File: src/rtl/dacfe_pkg.sv
package dacfe_pkg;
  localparam int N_CH  = 2;
  localparam int HDR_W = 8;

  typedef enum logic [3:0] {
    OP_NOP    = 4'd0,
    OP_WR_IN  = 4'd1,
    OP_UPD    = 4'd2,
    OP_WR_UPD = 4'd3,
    OP_PWR    = 4'd4,
    OP_RDBK   = 4'd9,
    OP_CHAIN  = 4'd15
  } op_e;
endpackage

File: src/rtl/edge_sync.sv
module edge_sync #(
  parameter int W = 4,
  parameter logic [W-1:0] IDLE = '1
) (
  input  logic         clk,
  input  logic         rst,
  input  logic [W-1:0] din,
  output logic [W-1:0] lvl,
  output logic [W-1:0] chg
);
  logic [W-1:0] s1, s2, s3;

  always_ff @(posedge clk) begin
    if (rst) begin
      s1 <= IDLE;
      s2 <= IDLE;
      s3 <= IDLE;
    end else begin
      s1 <= din;
      s2 <= s1;
      s3 <= s2;
    end
  end

  assign lvl = s2;
  assign chg = s2 ^ s3;
endmodule

File: src/rtl/frame_rx.sv
module frame_rx #(
  parameter int BITS = 24
) (
  input  logic            clk,
  input  logic            rst,
  input  logic            sdin,
  input  logic            sync_fall,
  input  logic            sync_rise,
  input  logic            sclk_fall,
  input  logic            sclk_rise,
  output logic            start_o,
  output logic            shift_o,
  output logic            done_o,
  output logic [BITS-1:0] word_o
);
  localparam int CW = $clog2(BITS + 1);

  logic          d1, d2;
  logic          active;
  logic [CW-1:0] cnt;

  always_ff @(posedge clk) begin
    if (rst) begin
      d1 <= 1'b0;
      d2 <= 1'b0;
    end else begin
      d1 <= sdin;
      d2 <= d1;
    end
  end

  always_ff @(posedge clk) begin
    if (rst) begin
      active  <= 1'b0;
      cnt     <= '0;
      word_o  <= '0;
      done_o  <= 1'b0;
      start_o <= 1'b0;
    end else begin
      done_o  <= 1'b0;
      start_o <= 1'b0;
      if (sync_fall) begin
        active  <= 1'b1;
        cnt     <= '0;
        start_o <= 1'b1;
      end else if (sync_rise) begin
        active <= 1'b0;
        done_o <= active && (cnt == CW'(BITS));
      end else if (active && sclk_fall && cnt != CW'(BITS)) begin
        word_o <= {word_o[BITS-2:0], d2};
        cnt    <= cnt + 1'b1;
      end
    end
  end

  assign shift_o = active && sclk_rise && (cnt != '0);

  a_r3_cnt_cap: assert property (@(posedge clk) disable iff (rst)
    cnt <= CW'(BITS));
  a_r2_abort_quiet: assert property (@(posedge clk) disable iff (rst)
    (sync_rise && cnt != CW'(BITS)) |=> !done_o);
endmodule

File: src/rtl/chan_regs.sv
module chan_regs #(
  parameter int W = 16
) (
  input  logic         clk,
  input  logic         rst,
  input  logic         load_rst,
  input  logic [W-1:0] rst_val,
  input  logic         wr_in,
  input  logic [W-1:0] wr_data,
  input  logic         upd,
  input  logic         ldac_pulse,
  output logic [W-1:0] in_q,
  output logic [W-1:0] dac_q
);
  logic fresh;

  always_ff @(posedge clk) begin
    if (rst || load_rst) begin
      in_q  <= rst_val;
      dac_q <= rst_val;
      fresh <= 1'b0;
    end else begin
      if (wr_in) in_q <= wr_data;
      if (upd) begin
        dac_q <= wr_in ? wr_data : in_q;
        fresh <= 1'b0;
      end else if (ldac_pulse && fresh) begin
        dac_q <= in_q;
        fresh <= wr_in;
      end else if (wr_in) begin
        fresh <= 1'b1;
      end
    end
  end

  a_r8_rst_load: assert property (@(posedge clk) disable iff (rst)
    load_rst |=> (dac_q == $past(rst_val)) && (in_q == $past(rst_val)));
  a_r4_dac_hold: assert property (@(posedge clk) disable iff (rst)
    !(load_rst || upd || ldac_pulse) |=> $stable(dac_q));
endmodule

File: src/rtl/dual_dac_serial_regs.sv
module dual_dac_serial_regs
  import dacfe_pkg::*;
#(
  parameter int CODE_W = 16
) (
  input  logic              clk,
  input  logic              rst,
  input  logic              rst_sel,
  input  logic              sclk,
  input  logic              sync_n,
  input  logic              sdin,
  input  logic              ldac_n,
  input  logic              clr_n,
  output logic              sdo,
  output logic              sdo_en,
  output logic [CODE_W-1:0] code_a,
  output logic [CODE_W-1:0] code_b,
  output logic [N_CH-1:0]   pd_state
);
  localparam int FRAME = CODE_W + HDR_W;

  logic [3:0] lvl, chg;
  logic sclk_rise, sclk_fall, sync_rise, sync_fall;
  logic ldac_lvl, ldac_fall, clr_lvl, clr_fall;

  edge_sync #(.W(4), .IDLE(4'b1111)) u_sync (
    .clk(clk), .rst(rst), .din({clr_n, ldac_n, sync_n, sclk}),
    .lvl(lvl), .chg(chg)
  );

  assign sclk_rise = lvl[0] & chg[0];
  assign sclk_fall = ~lvl[0] & chg[0];
  assign sync_rise = lvl[1] & chg[1];
  assign sync_fall = ~lvl[1] & chg[1];
  assign ldac_lvl  = lvl[2];
  assign ldac_fall = ~lvl[2] & chg[2];
  assign clr_lvl   = lvl[3];
  assign clr_fall  = ~lvl[3] & chg[3];

  logic             fr_start, fr_shift, fr_done;
  logic [FRAME-1:0] fr_word;

  frame_rx #(.BITS(FRAME)) u_rx (
    .clk(clk), .rst(rst), .sdin(sdin),
    .sync_fall(sync_fall), .sync_rise(sync_rise),
    .sclk_fall(sclk_fall), .sclk_rise(sclk_rise),
    .start_o(fr_start), .shift_o(fr_shift), .done_o(fr_done), .word_o(fr_word)
  );

  op_e              op;
  logic [3:0]       sel;
  logic [CODE_W-1:0] data;
  logic             valid;
  logic [CODE_W-1:0] rst_val;
  logic             ldac_pulse;

  assign op         = op_e'(fr_word[FRAME-1 -: 4]);
  assign sel        = fr_word[CODE_W +: 4];
  assign data       = fr_word[CODE_W-1:0];
  assign valid      = fr_done && (sel[3:2] == 2'b00);
  assign rst_val    = rst_sel ? {1'b1, {(CODE_W-1){1'b0}}} : '0;
  assign ldac_pulse = ldac_fall & clr_lvl;

  logic [CODE_W-1:0] in_regs  [N_CH];
  logic [CODE_W-1:0] dac_regs [N_CH];

  for (genvar ch = 0; ch < N_CH; ch++) begin : g_ch
    logic wr_in, upd;
    assign wr_in = valid && sel[ch] && (op == OP_WR_IN || op == OP_WR_UPD);
    assign upd   = valid && sel[ch] &&
                   (op == OP_UPD || op == OP_WR_UPD || (op == OP_WR_IN && !ldac_lvl));
    chan_regs #(.W(CODE_W)) u_chan (
      .clk(clk), .rst(rst), .load_rst(clr_fall), .rst_val(rst_val),
      .wr_in(wr_in), .wr_data(data), .upd(upd), .ldac_pulse(ldac_pulse),
      .in_q(in_regs[ch]), .dac_q(dac_regs[ch])
    );
  end

  assign code_a = dac_regs[0];
  assign code_b = dac_regs[1];

  logic             chain_en, rb_pend, rb_ch, sdo_en_q;
  logic [FRAME-1:0] last_word, out_sr;
  logic [N_CH-1:0]  pd_q;

  always_ff @(posedge clk) begin
    if (rst) begin
      chain_en  <= 1'b0;
      rb_pend   <= 1'b0;
      rb_ch     <= 1'b0;
      last_word <= '0;
      out_sr    <= '0;
      sdo_en_q  <= 1'b0;
      pd_q      <= '0;
    end else begin
      if (fr_start) begin
        out_sr   <= rb_pend ? {{HDR_W{1'b0}}, in_regs[rb_ch]} : last_word;
        sdo_en_q <= chain_en | rb_pend;
      end else if (fr_shift) begin
        out_sr <= {out_sr[FRAME-2:0], 1'b0};
      end
      if (sync_rise) sdo_en_q <= 1'b0;
      if (fr_done) begin
        last_word <= fr_word;
        rb_pend   <= valid && (op == OP_RDBK);
        if (valid && op == OP_RDBK) rb_ch <= ~sel[0];
        if (valid && op == OP_CHAIN) chain_en <= data[0];
        if (valid && op == OP_PWR) pd_q <= data[N_CH-1:0];
      end
    end
  end

  assign sdo      = out_sr[FRAME-1];
  assign sdo_en   = sdo_en_q;
  assign pd_state = pd_q;

  a_r14_sdo_off: assert property (@(posedge clk) disable iff (rst)
    sync_rise |=> !sdo_en);
  a_r9_clr_freeze: assert property (@(posedge clk) disable iff (rst)
    (!clr_lvl && !clr_fall && !fr_done) |=> ($stable(code_a) && $stable(code_b)));
endmodule

File: config.mk
export PLATFORM = sky130hd
export DESIGN_NAME = dual_dac_serial_regs
export DESIGN_NICKNAME = d
export VERILOG_FILES = /design/src/rtl/dacfe_pkg.sv /design/src/rtl/edge_sync.sv /design/src/rtl/frame_rx.sv /design/src/rtl/chan_regs.sv /design/src/rtl/dual_dac_serial_regs.sv
export SDC_FILE = /design/constraint.sdc
export NUM_CORES = 1
export LEC_CHECK = 0
export ABC_AREA = 1
export BUFFER_PORTS_ARGS = -buffer_cell sky130_fd_sc_hd__buf_4
export CORE_MARGIN = 2
export CORE_UTILIZATION = 35
export CTS_CLUSTER_DIAMETER = 30
export CTS_CLUSTER_SIZE = 8
export DETAILED_ROUTE_END_ITERATION = 10
export GPL_ROUTABILITY_DRIVEN = 0
export PLACE_DENSITY = 0.58
export SETUP_SLACK_MARGIN = 0.3
export SLEW_MARGIN = 5
export SYNTH_ARGS = -nofsm -noshare
export SYNTH_HDL_FRONTEND = slang
export SYNTH_SLANG_ARGS = --single-unit
File: constraint.sdc
create_clock -name clk -period 1.6 [get_ports clk]
set_input_delay 0.08 -clock clk [delete_from_list [all_inputs] [get_ports clk]]
set_output_delay 0.08 -clock clk [all_outputs]
set_load 0.02 [all_outputs]
==> summary.txt <==
Worst setup path
  – Buf/Inv on CP: 3
  – R2R depth: 8
  – Critical Path Fanout Max: 8
  – Crit path DAT: between 1.5 and 2 ns
  – CP startpoint kind: flop
  – Required time worst endpoint: between 1.5 and 2 ns
  – WS Path Type: flop to flop
  – CP Cell Sequence: nor2_4 -> nand3_4 -> buf_12 -> a21oi_4 -> buf_12 -> clkbuf_16 -> o21ai_2 -> a21oi_1
  – Crit-path leading delay family: buffers and inverters
  – CP max stage cell: dfxtp_2
  – Most frequent CP cell: buf_12
  – Max stage delay on crit path: ~0.33 ns
  – Crit end category: flop
  – Levels on crit path: 8

Drt
  – Iteration-0 DRC Markers: between 300 and 400
  – DR pass1 iterations: 5
  – Vias per std cell: between 4 and 5
  – Antenna viol nets, final: 0
  – Routed wl met3: between 800 and 900 um
  – DRC: 0
  – WL/cell: ~17 um
  – Max layer used: met4
  – Routed vias: about 6000
  – M1 WL: slightly below 9000 um
  – Met2 wire length: slightly below 10000 um
  – Final wirelength: 20200 um

Clock network
  – Worst-skew pair later-pin latency: between 0.4 and 0.5 ns
  – CTS tree: done
  – CTS Buf Count: 17
  – Htree depth: 4
  – Clock Pin Slew Worst Setup and Hold Paths: ~0.07 ns
  – TritonCTS sink count: 166
  – Clk root buf: clkbuf_16
  – Clock buffer depth: 2

Cells and area
  – FILL cells: between 1500 and 2000
  – NumNets Final: between 900 and 1000
  – Antenna Diode Count: 0
  – Commonest cells after routing, fill and taps aside: dfxtp_1, nor2_1, nand2_1
  – Final core occ: between 50% and 60%
  – Layout cells sized above 1: a little over a third
  – Commonest non-fill, non-tap cell in the layout: dfxtp_1
  – Syn-to-layout area delta: 45.5%

Synth
  – Synth top area share: approximately two fifths
  – Synth area leaders: dfxtp_1, edfxtp_1, a21oi_1, o21ai_0, nand2_1
  – Syn Inst Count: slightly above 800
  – Post-synth EDFFs: 32
  – Post-synthesis mux area share: 0%
  – Post-synth cell types: 31
  – Main combinational cell family by area after synthesis: compound AO/OA/AOI/OAI gates
  – Synth Area in Adders: less than 1%
  – YS warnings: 0
  – Sequential element share of the synthesized area: about 54%
  – Simple-gate share of the synthesized area: ~17%
  – Mapped Nets: 836
  – #FFs+latches synth: ~170
  – Mean Syn Cell Area: 8.23 um2
  – Compound-Gate Fraction of Synth Area: 20.9%
  – Area leader, netlist: dfxtp_1
  – Ys async rst share: 0%
  – Post-Synth XOR/XNOR Area: less than 1%
  – Cell area after synthesis: about 6800 um2
  – Top_reg_cell synth: dfxtp_1

Power and ir drop
  – Leak: 3.81 nW
  – P per Cell Area: 916 nW/um2
  – Peak supply drop: ~0.77 mV

STA
  – Final Skew: 0.00989 ns
  – Fmax achieved: ~630 MHz
  – Min cycle time layout: between 1.5 and 2 ns
  – Rel. slew slack: between 70% and 80%
  – Final worst-path cycle share: between 90% and 100%
  – Setup violations, final: 0
  – Slew Limit Fails: 0
  – Worst Tran Pin Value: about 0.44 ns
  – Setup TNS: 0 ns
  – Final hold vios: 0
  – RSZ-0062 raised after global routing: true

Global routing
  – Initial antenna violation count: 0
  – Overall routing resource usage: between 10% and 20%
  – First-pass GRT wire length: roughly 31000 um
  – Global route total overflow: 0
  – Largest net degree at the start of global routing: 58
  – Vias in the first global route: 5635

Floorplan
  – I/O Pins: 44
  – Core area: 18800 um2
  – Starting Density: between 30 and 40%
  – Die Y: about 140 um
  – Cell row count: 50
  – Total die area: roughly 20000 um2
  – Die span in x: around 140 um

Job
  – MaxCap Viol Count: 0

Hold path
  – Hold WC Path Type: primary input to flop
  – Worst Hold Path Cells: 3

Place
  – Detail Placement HPWL: between 10000 and 15000 um
  – IO buf count: 43

Status
  – Status: finished, final reports clean
synth_stat cells (3+ instances only):
cell	n
a21oi_1	121
a22o_1	9
buf_2	18
buf_4	13
clkbuf_1	21
dfxtp_1	134
edfxtp_1	32
ha_1	4
inv_1	67
nand2_1	105
nand2_2	3
nand3_1	30
nand3_2	3
nor2_1	84
nor2_4	4
nor3_1	16
nor4_1	3
o21ai_0	114
o21ai_1	20
or2_2	8
worst min-delay path, cell delays in order:
cell	delay [ns]
buf_4	0.16
inv_1	0.14
nand2_1	0.09
metrics by stage:
step	cells	total power, mW	area (um2)	hold slack, ns	setup WS, ns
after floorplan	824	4.68	6860	0.184	0.237
after global routing	1196	9.30	9860	0.0873	-0.0595
final	1196	9.03	9860	0.0729	0.0239
after detailed placement	1101	4.85	7520	0.267	0.0563
after global placement	1101	4.85	7520	0.264	0.102
after CTS	1180	9.00	9170	0.0270	0.0825
metal layers:
| metal | vias up | track usage, % |
|---|---|---|
| li1 | 2974 | - |
| met1 | 2827 | 25.0 |
| met2 | 134 | 31.8 |
| met3 | 36 | 4.09 |
| met4 | 0 | 8.18 |
| met5 | - | 0 |
where the power goes:
part | switching, mW | leakage [nW] | internal [mW]
combinational | 0.332 | 2.11 | 0.236
clock | 1.70 | 0.279 | 2.39
sequential | 0.0337 | 1.42 | 4.33
final timing paths:
kind	from	end	slack (ns)
setup / recovery	u_rx.word_o[19]	g_ch[0].u_chan.dac_q[1]	0.02
setup reg to reg	u_rx.word_o[19]	g_ch[0].u_chan.dac_q[1]	0.02
hold reg to reg	u_sync.s1[3]	u_sync.lvl[3]	0.40
hold / removal	rst	u_sync.s3[3]	0.07
state kept, by name (all words and copies together) (netlist names), 2 cells and up:
signal,cells
u_rx.cnt,5
out_sr,24
u_sync.s3,4
g_ch.u_chan.fresh,2
last_word,24
u_sync.lvl,4
g_ch.u_chan.in_q,32
u_rx.word_o,24
pd_state,2
g_ch.u_chan.dac_q,32
u_sync.s1,4
cells by family (layout without fill, tap and decap cells):
group / after synthesis / in the layout
buf+inv: 123 / 234
flops: 166 / 166
xor+xnor: 1 / 1
simple gates: 260 / 261
fa+ha+maj: 4 / 4
compound gates: 270 / 270
area by class of cell:
cell class	count	area, um2	area share [%]
flip-flops and latches	166	3660	37.1
multi-input cells	536	3440	34.8
repair buffers	132	1590	16.2
clock buffers	22	464	4.71
well taps	260	325	3.30
inverters	70	265	2.69
clock inverters	10	120	1.22
repair_timing:
| item | 4_1_cts | 5_1_grt |
|---|---|---|
| setup endpoints to repair | 146 | 165 |
| setup buffers | 21 | 12 |
| gates resized for setup | 126 | 138 |
| cloned | 14 | 4 |
| hold buffers | 12 | 0 |
| hold endpoints to repair | 12 | 0 |
| pin swaps | 28 | 21 |
No activity file was read; power rests on OpenSTA's default activity.
